### config.mk
export PLATFORM = sky130hd
export DESIGN_NAME = delay_eye_finder
export DESIGN_NICKNAME = d
export VERILOG_FILES = /design/src/rtl/eye_pkg.sv /design/src/rtl/eye_seq.sv /design/src/rtl/eye_track.sv /design/src/rtl/eye_result.sv /design/src/rtl/delay_eye_finder.sv
export SDC_FILE = /design/constraint.sdc
export NUM_CORES = 1
export LEC_CHECK = 0
export ABC_AREA = 0
export ABC_CLOCK_PERIOD_IN_PS = 4700
export BUFFER_PORTS_ARGS = -buffer_cell sky130_fd_sc_hd__buf_2
export CORE_MARGIN = 4
export CORE_UTILIZATION = 54
export CTS_BUF_LIST = sky130_fd_sc_hd__clkbuf_16
export DETAILED_ROUTE_END_ITERATION = 16
export PLACE_DENSITY = 0.8
export SETUP_SLACK_MARGIN = 0.02
export SLEW_MARGIN = 20
export SYNTH_ARGS = -nofsm -noshare
export SYNTH_HDL_FRONTEND = slang
export SYNTH_SLANG_ARGS = --single-unit
### constraint.sdc
create_clock -name clk -period 4.7 [get_ports clk]
set_input_delay 0.705 -clock clk [delete_from_list [all_inputs] [get_ports clk]]
set_output_delay 0.705 -clock clk [all_outputs]
set_load 0.02 [all_outputs]
### src/rtl/eye_pkg.sv
package eye_pkg;
  typedef enum logic [2:0] {
    ST_IDLE    = 3'd0,
    ST_APPLY   = 3'd1,
    ST_WAIT    = 3'd2,
    ST_RESTORE = 3'd3,
    ST_FIN     = 3'd4
  } eye_state_t;
endpackage

### src/rtl/eye_seq.sv
module eye_seq
  import eye_pkg::*;
#(
  parameter int MAX_DELAY = 31,
  parameter int DELTA     = 1,
  parameter int UW        = 5,
  parameter int SW        = 8
) (
  input  logic                 clk,
  input  logic                 rst_n,
  input  logic                 start,
  input  logic [UW-1:0]        base_delay,
  input  logic                 test_done,
  input  logic                 test_pass,
  input  logic signed [SW-1:0] best_w,
  output logic signed [SW-1:0] idx,
  output logic [UW-1:0]        delay_out,
  output logic                 delay_upd,
  output logic                 test_req,
  output logic                 busy,
  output logic                 done,
  output logic                 clear,
  output logic                 eval_en,
  output logic                 load
);
  localparam logic signed [SW-1:0] MAXS = SW'(MAX_DELAY);
  localparam logic signed [SW-1:0] STEP = SW'(DELTA);
  localparam logic signed [SW-1:0] ONE  = SW'(1);

  eye_state_t            state_q, state_d;
  logic signed [SW-1:0]  idx_q, idx_d;
  logic [UW-1:0]         base_q, base_d;
  logic [UW-1:0]         dly_q, dly_d;
  logic                  upd_q, upd_d;
  logic signed [SW-1:0]  base_s, span_s, idx_nx, rem_s;
  logic                  early_stop, range_end;

  assign base_s     = signed'({{(SW-UW){1'b0}}, base_q});
  assign span_s     = MAXS - base_s;
  assign idx_nx     = idx_q + STEP;
  assign rem_s      = span_s - idx_q;
  assign early_stop = !test_pass && ((best_w - ONE) > rem_s);
  assign range_end  = idx_nx > span_s;

  always_comb begin
    state_d = state_q;
    idx_d   = idx_q;
    base_d  = base_q;
    dly_d   = dly_q;
    upd_d   = 1'b0;
    case (state_q)
      ST_IDLE: begin
        if (start) begin
          base_d  = base_delay;
          idx_d   = '0;
          state_d = ST_APPLY;
        end
      end
      ST_APPLY: begin
        dly_d   = UW'(base_s + idx_q);
        upd_d   = 1'b1;
        state_d = ST_WAIT;
      end
      ST_WAIT: begin
        if (test_done) begin
          if (early_stop || range_end) begin
            state_d = ST_RESTORE;
          end else begin
            idx_d   = idx_nx;
            state_d = ST_APPLY;
          end
        end
      end
      ST_RESTORE: begin
        dly_d   = base_q;
        upd_d   = 1'b1;
        state_d = ST_FIN;
      end
      ST_FIN:  state_d = ST_IDLE;
      default: state_d = ST_IDLE;
    endcase
  end

  always_ff @(posedge clk or negedge rst_n) begin
    if (!rst_n) begin
      state_q <= ST_IDLE;
      idx_q   <= '0;
      base_q  <= '0;
      dly_q   <= '0;
      upd_q   <= 1'b0;
    end else begin
      state_q <= state_d;
      idx_q   <= idx_d;
      base_q  <= base_d;
      dly_q   <= dly_d;
      upd_q   <= upd_d;
    end
  end

  assign idx       = idx_q;
  assign delay_out = dly_q;
  assign delay_upd = upd_q;
  assign test_req  = (state_q == ST_WAIT);
  assign busy      = (state_q != ST_IDLE);
  assign done      = (state_q == ST_FIN);
  assign clear     = (state_q == ST_IDLE) && start;
  assign eval_en   = (state_q == ST_WAIT) && test_done;
  assign load      = (state_q == ST_RESTORE);
endmodule

### src/rtl/eye_track.sv
module eye_track #(
  parameter int MAX_DELAY = 31,
  parameter int SW        = 8
) (
  input  logic                 clk,
  input  logic                 rst_n,
  input  logic                 clear,
  input  logic                 eval_en,
  input  logic                 pass,
  input  logic signed [SW-1:0] idx,
  output logic signed [SW-1:0] best_w,
  output logic signed [SW-1:0] best_b,
  output logic signed [SW-1:0] best_e
);
  localparam logic signed [SW-1:0] SENT = SW'(MAX_DELAY + 1);
  localparam logic signed [SW-1:0] ONE  = SW'(1);

  logic signed [SW-1:0] cb_q, cb_d, ce_q, ce_d;
  logic signed [SW-1:0] bw_q, bw_d, bb_q, bb_d, be_q, be_d;
  logic signed [SW-1:0] cb_cand, run_len;

  assign cb_cand = (cb_q == SENT) ? idx : cb_q;
  assign run_len = idx - cb_cand + ONE;

  always_comb begin
    cb_d = cb_q;
    ce_d = ce_q;
    bw_d = bw_q;
    bb_d = bb_q;
    be_d = be_q;
    if (clear) begin
      cb_d = SENT;
      ce_d = SENT;
      bw_d = '0;
      bb_d = '0;
      be_d = '0;
    end else if (eval_en) begin
      if (pass) begin
        ce_d = idx;
        cb_d = cb_cand;
        if (run_len > bw_q) begin
          bw_d = run_len;
          bb_d = cb_cand;
          be_d = idx;
        end
      end else begin
        cb_d = SENT;
        ce_d = SENT;
      end
    end
  end

  always_ff @(posedge clk or negedge rst_n) begin
    if (!rst_n) begin
      cb_q <= SENT;
      ce_q <= SENT;
      bw_q <= '0;
      bb_q <= '0;
      be_q <= '0;
    end else begin
      cb_q <= cb_d;
      ce_q <= ce_d;
      bw_q <= bw_d;
      bb_q <= bb_d;
      be_q <= be_d;
    end
  end

  assign best_w = bw_q;
  assign best_b = bb_q;
  assign best_e = be_q;
endmodule

### src/rtl/eye_result.sv
module eye_result #(
  parameter int SW = 8
) (
  input  logic                 clk,
  input  logic                 rst_n,
  input  logic                 load,
  input  logic signed [SW-1:0] best_w,
  input  logic signed [SW-1:0] best_b,
  input  logic signed [SW-1:0] best_e,
  output logic signed [SW-1:0] left_edge,
  output logic signed [SW-1:0] right_edge,
  output logic signed [SW-1:0] centre,
  output logic signed [SW-1:0] margin,
  output logic                 pass_ok
);
  localparam logic signed [SW-1:0] ZERO = '0;
  localparam logic signed [SW-1:0] NEG1 = '1;

  logic signed [SW-1:0] left_d, diff_d, biased_d, half_d, cen_d, mar_d;
  logic signed [SW-1:0] left_q, right_q, cen_q, mar_q;
  logic                 ok_q;

  assign left_d   = ZERO - best_b;
  assign diff_d   = left_d - best_e;
  assign biased_d = diff_d + {{(SW-1){1'b0}}, diff_d[SW-1]};
  assign half_d   = biased_d >>> 1;
  assign cen_d    = half_d[SW-1] ? ZERO : half_d;
  assign mar_d    = (best_w == ZERO) ? NEG1 : (left_d - cen_d);

  always_ff @(posedge clk or negedge rst_n) begin
    if (!rst_n) begin
      left_q  <= '0;
      right_q <= '0;
      cen_q   <= '0;
      mar_q   <= '0;
      ok_q    <= 1'b0;
    end else if (load) begin
      left_q  <= left_d;
      right_q <= best_e;
      cen_q   <= cen_d;
      mar_q   <= mar_d;
      ok_q    <= !mar_d[SW-1];
    end
  end

  assign left_edge  = left_q;
  assign right_edge = right_q;
  assign centre     = cen_q;
  assign margin     = mar_q;
  assign pass_ok    = ok_q;
endmodule

### src/rtl/delay_eye_finder.sv
module delay_eye_finder #(
  parameter int MAX_DELAY = 31,
  parameter int DELTA     = 1,
  parameter int UW        = $clog2(MAX_DELAY + 1),
  parameter int SW        = $clog2(MAX_DELAY + 2) + 2
) (
  input  logic                 clk,
  input  logic                 rst_n,
  input  logic                 start,
  input  logic [UW-1:0]        base_delay,
  output logic                 test_req,
  input  logic                 test_done,
  input  logic                 test_pass,
  output logic [UW-1:0]        delay_out,
  output logic                 delay_upd,
  output logic                 busy,
  output logic                 done,
  output logic signed [SW-1:0] left_edge,
  output logic signed [SW-1:0] right_edge,
  output logic signed [SW-1:0] centre,
  output logic signed [SW-1:0] margin,
  output logic                 pass_ok
);
  logic signed [SW-1:0] idx, best_w, best_b, best_e;
  logic                 clear, eval_en, load;

  eye_seq #(.MAX_DELAY(MAX_DELAY), .DELTA(DELTA), .UW(UW), .SW(SW)) u_seq (
    .clk(clk), .rst_n(rst_n), .start(start), .base_delay(base_delay),
    .test_done(test_done), .test_pass(test_pass), .best_w(best_w),
    .idx(idx), .delay_out(delay_out), .delay_upd(delay_upd),
    .test_req(test_req), .busy(busy), .done(done),
    .clear(clear), .eval_en(eval_en), .load(load)
  );

  eye_track #(.MAX_DELAY(MAX_DELAY), .SW(SW)) u_track (
    .clk(clk), .rst_n(rst_n), .clear(clear), .eval_en(eval_en),
    .pass(test_pass), .idx(idx),
    .best_w(best_w), .best_b(best_b), .best_e(best_e)
  );

  eye_result #(.SW(SW)) u_result (
    .clk(clk), .rst_n(rst_n), .load(load),
    .best_w(best_w), .best_b(best_b), .best_e(best_e),
    .left_edge(left_edge), .right_edge(right_edge),
    .centre(centre), .margin(margin), .pass_ok(pass_ok)
  );
endmodule

==> results.yml <==
clock_tree:
  cts_tree: "done"
  clock-sinks: 85
  cts_root_buf: "clkbuf_16"
  clkTransAtPathRegs_ps: 70
  cts_buffers: 9
  cts_hold_buf: 0
  htree_num_levels: 3
  clk_path_buf_depth: 2
  clock_latency_ps: 350
synthesis:
  synthFlopType: "dfrtp_1"
  ys_seq_area_share_pct: 37.98
  synthArstFlopShare_pct: 100.0
  synth-edff-count: 0
  synth_area_per_cell_sq_um: 9.039
  synthCells: 620
  netlist_area_sq_mm: 0.005604
  synthDistinctLibCells: 64
  synth_seq_cells: 85
  yosys_warnings: 0
timing:
  relSlewSlack_pct: 46.99
  fmax_mhz: 224.4
  hold_viol: 0
  setup_viol: 0
  finClkSkew_ps: 9.937
  fin_ws_ps: 243.5
  finalCritPeriodShare_pct: 94.82
  worst_pin_slew_ps: 795.2
  min_period_ps: 4456
  rsz0062_at_grt: "true"
  slew_violations: 0
global_route:
  antenna_found_initial: 0
  grt_max_degree: 86
  grt_first_pass_wirelength_um: 23640
  grt.total_usage_pct: 25.32
  overflow: 0
  first_global_vias: 4938
routing:
  vias: 4794
  wirelength_um: 14600
  drcViolationCount: 0
  ant_nets: 0
  via_per_inst: 5.804
  wl_per_cell_um: 17.67
  initialDrtViolationCount: 334
  first_pass_iters: 5
critical_path:
  max_stage_delay_ps: 530
  worstPathRequired_ps: 4940
  start_kind: "flop"
  r2r_end: "u_track.best_w[0]"
  cpMostUsedCell: "ha_1"
  regToRegStartpoint: "u_track.cb_q[5]"
  crit_path_top_delay_cell: "dfstp_2"
  crit_end: "u_track.best_w[0]"
  r2r_slack_ps: 240
  path_cells: "or4b_4, nor4_4, buf_4, a21oi_1, ha_1, ha_1, fa_1, a21oi_2, nor2_1, nor2_2, xnor2_1, ha_1, a21oi_1, o21ai_0, nor4_1, buf_4, o32ai_4, buf_6, o31ai_1"
  end_kind: "flop"
  worstPathMaxFanout: 14
  worstPathArrival_ps: 4690
  critical_path_class: "reg -> reg"
  crit_start: "u_track.cb_q[5]"
  reg2regPathDepth: 19
placed_design:
  hpwlAfterDp_um: 10510
  preCtsSetupSlack_ps: -30.13
  place_inst: 806
  numPortBuffers: 49
  place.gp.congestion: 0.9333
layout:
  antenna_cells: 0
  drive_gt1_share_pct: 20.63
  final_cells: 826
  syn_to_final_growth_pct: 19.69
  nNetsFinal: 762
status:
  status: "finished, final reports clean"
die:
  die-area_sq_mm: 0.01207
  initial_core_util_pct: 56.30
  die_w_um: 109.9
  die_y_um: 109.9
  pin_count: 52
  rows: 36
  core-area_sq_mm: 0.009955
job:
  drv_cap: 0
worst_hold_path:
  hp-class: "in -> async"
## kinds of logic (layout without fill, tap and decap cells)
logic type                 after synthesis  count (layout)  synth area share [%]
buffers and inverters                   76             148                 5.336
xor gates and xnor gates                44              44                 7.011
adders and majority gates               64              64                 14.82
muxes                                   18              18                 3.326
DFF                                     85              85                 37.98
AOI/OAI and AO/OA                      141             141                 15.32
other                                    1               2               0.06691
and+or+nand+nor                        191             191                 16.14
## routing by layer
metal	track usage, %	vias to the layer above	wire length [um]
met5	0	-	0
met4	10.86	0	377
met3	3.230	39	692
met2	44.71	161	7465
met1	30.86	2316	6060
li1	-	2278	-
## placed cells by master (no fill, tap or decap), types with 9 or more instances in the layout
master / instances
xor2_1: 12
nor2_1: 41
buf_2: 48
a21oi_1: 42
dfrtp_1: 82
o31ai_1: 10
nand2_1: 88
mux2i_1: 13
o21ai_0: 29
buf_4: 28
a21o_1: 9
nand3_1: 10
xnor2_1: 26
ha_1: 56
inv_1: 48
clkbuf_16: 10
## area by class of cell
cell class / instances / area, sq um
flip-flops and latches: 85 / 2131
clock buffers: 9 / 225.2
well taps: 133 / 166.4
multi-input cells: 460 / 3369
fillers: 782 / 3247
inverters: 52 / 195.2
repair buffers: 80 / 518.0
clock inverters: 7 / 102.6
## synth_stat cells (all sizes together), types with 5 or more instances
master,number,area [sq um]
nand2,89,336.6
dfrtp,84,2102
ha,60,750.7
inv,49,183.9
a21oi,47,235.2
nor2,43,161.4
o21ai,39,202.7
xnor2,31,279.0
clkbuf,15,56.30
mux2i,13,130.1
o31ai,13,97.59
xor2,13,113.9
nand3,10,50.05
a21o,9,67.56
buf,9,47.54
a31oi,8,50.05
nor3,8,40.04
nor2b,7,43.79
nand4,6,37.54
a211oi,5,37.54
mux2,5,56.30
## state kept, by name (all words and copies together) (netlist names)
signal and cells:
u_track.best_b 8, u_seq.idx 8, u_result.right_edge 8, u_result.pass_ok 1, u_track.best_e 8, u_seq.state_q 3, u_seq.delay_out 5, u_seq.base_q 5
u_result.centre 6, u_result.margin 8, u_result.left_edge 8, u_seq.delay_upd 1, u_track.best_w 8, u_track.cb_q 8
## worst max-delay path, delay by kind of cell (launching register included)
| kind | cells | cell delay, ps |
|---|---|---|
| compound gates | 6 | 860 |
| xor+xnor | 1 | 180 |
| fa+ha+maj | 4 | 1160 |
| buf+inv | 3 | 530 |
| flops | 1 | 530 |
| simple gates | 5 | 1080 |
## repair_timing
item / CTS / global route
endpoints found under the setup margin: 16 / 29
setup buffers: 1 / 2
gates resized for setup: 7 / 30
pin swaps: 2 / 5
cloned: 0 / 1
## worst min path at each step
stage	startpoint	to	slack (ps)	cells past startpoint
final	rst_n	u_result.right_edge[4]	390	1
after global routing	rst_n	u_result.right_edge[2]	470	1
after CTS	u_result.right_edge[0]	u_result.right_edge[0]	480	2
after detailed placement	u_result.left_edge[6]	u_result.left_edge[6]	470	2
after global placement	u_result.margin[2]	u_result.margin[2]	450	2
after floorplan	rst_n	u_result.centre[0]	410	0
## through the flow
step / TNS, ps / util, % / cell area, sq um / hold slack, ps
after floorplan: 0 / - / 5608 / 409.4
after global placement: 0 / 61.80 / 6152 / 453.6
after detailed placement: -35.17 / 61.80 / 6152 / 465.1
after CTS: 0 / 65.55 / 6525 / 481.1
after global routing: -13.57 / 67.38 / 6708 / 473.7
final: 0 / 67.38 / 6708 / 387.1
Power is not shown: default switching activity piles up to over one toggle a cycle in this logic, so the estimate is an artifact.
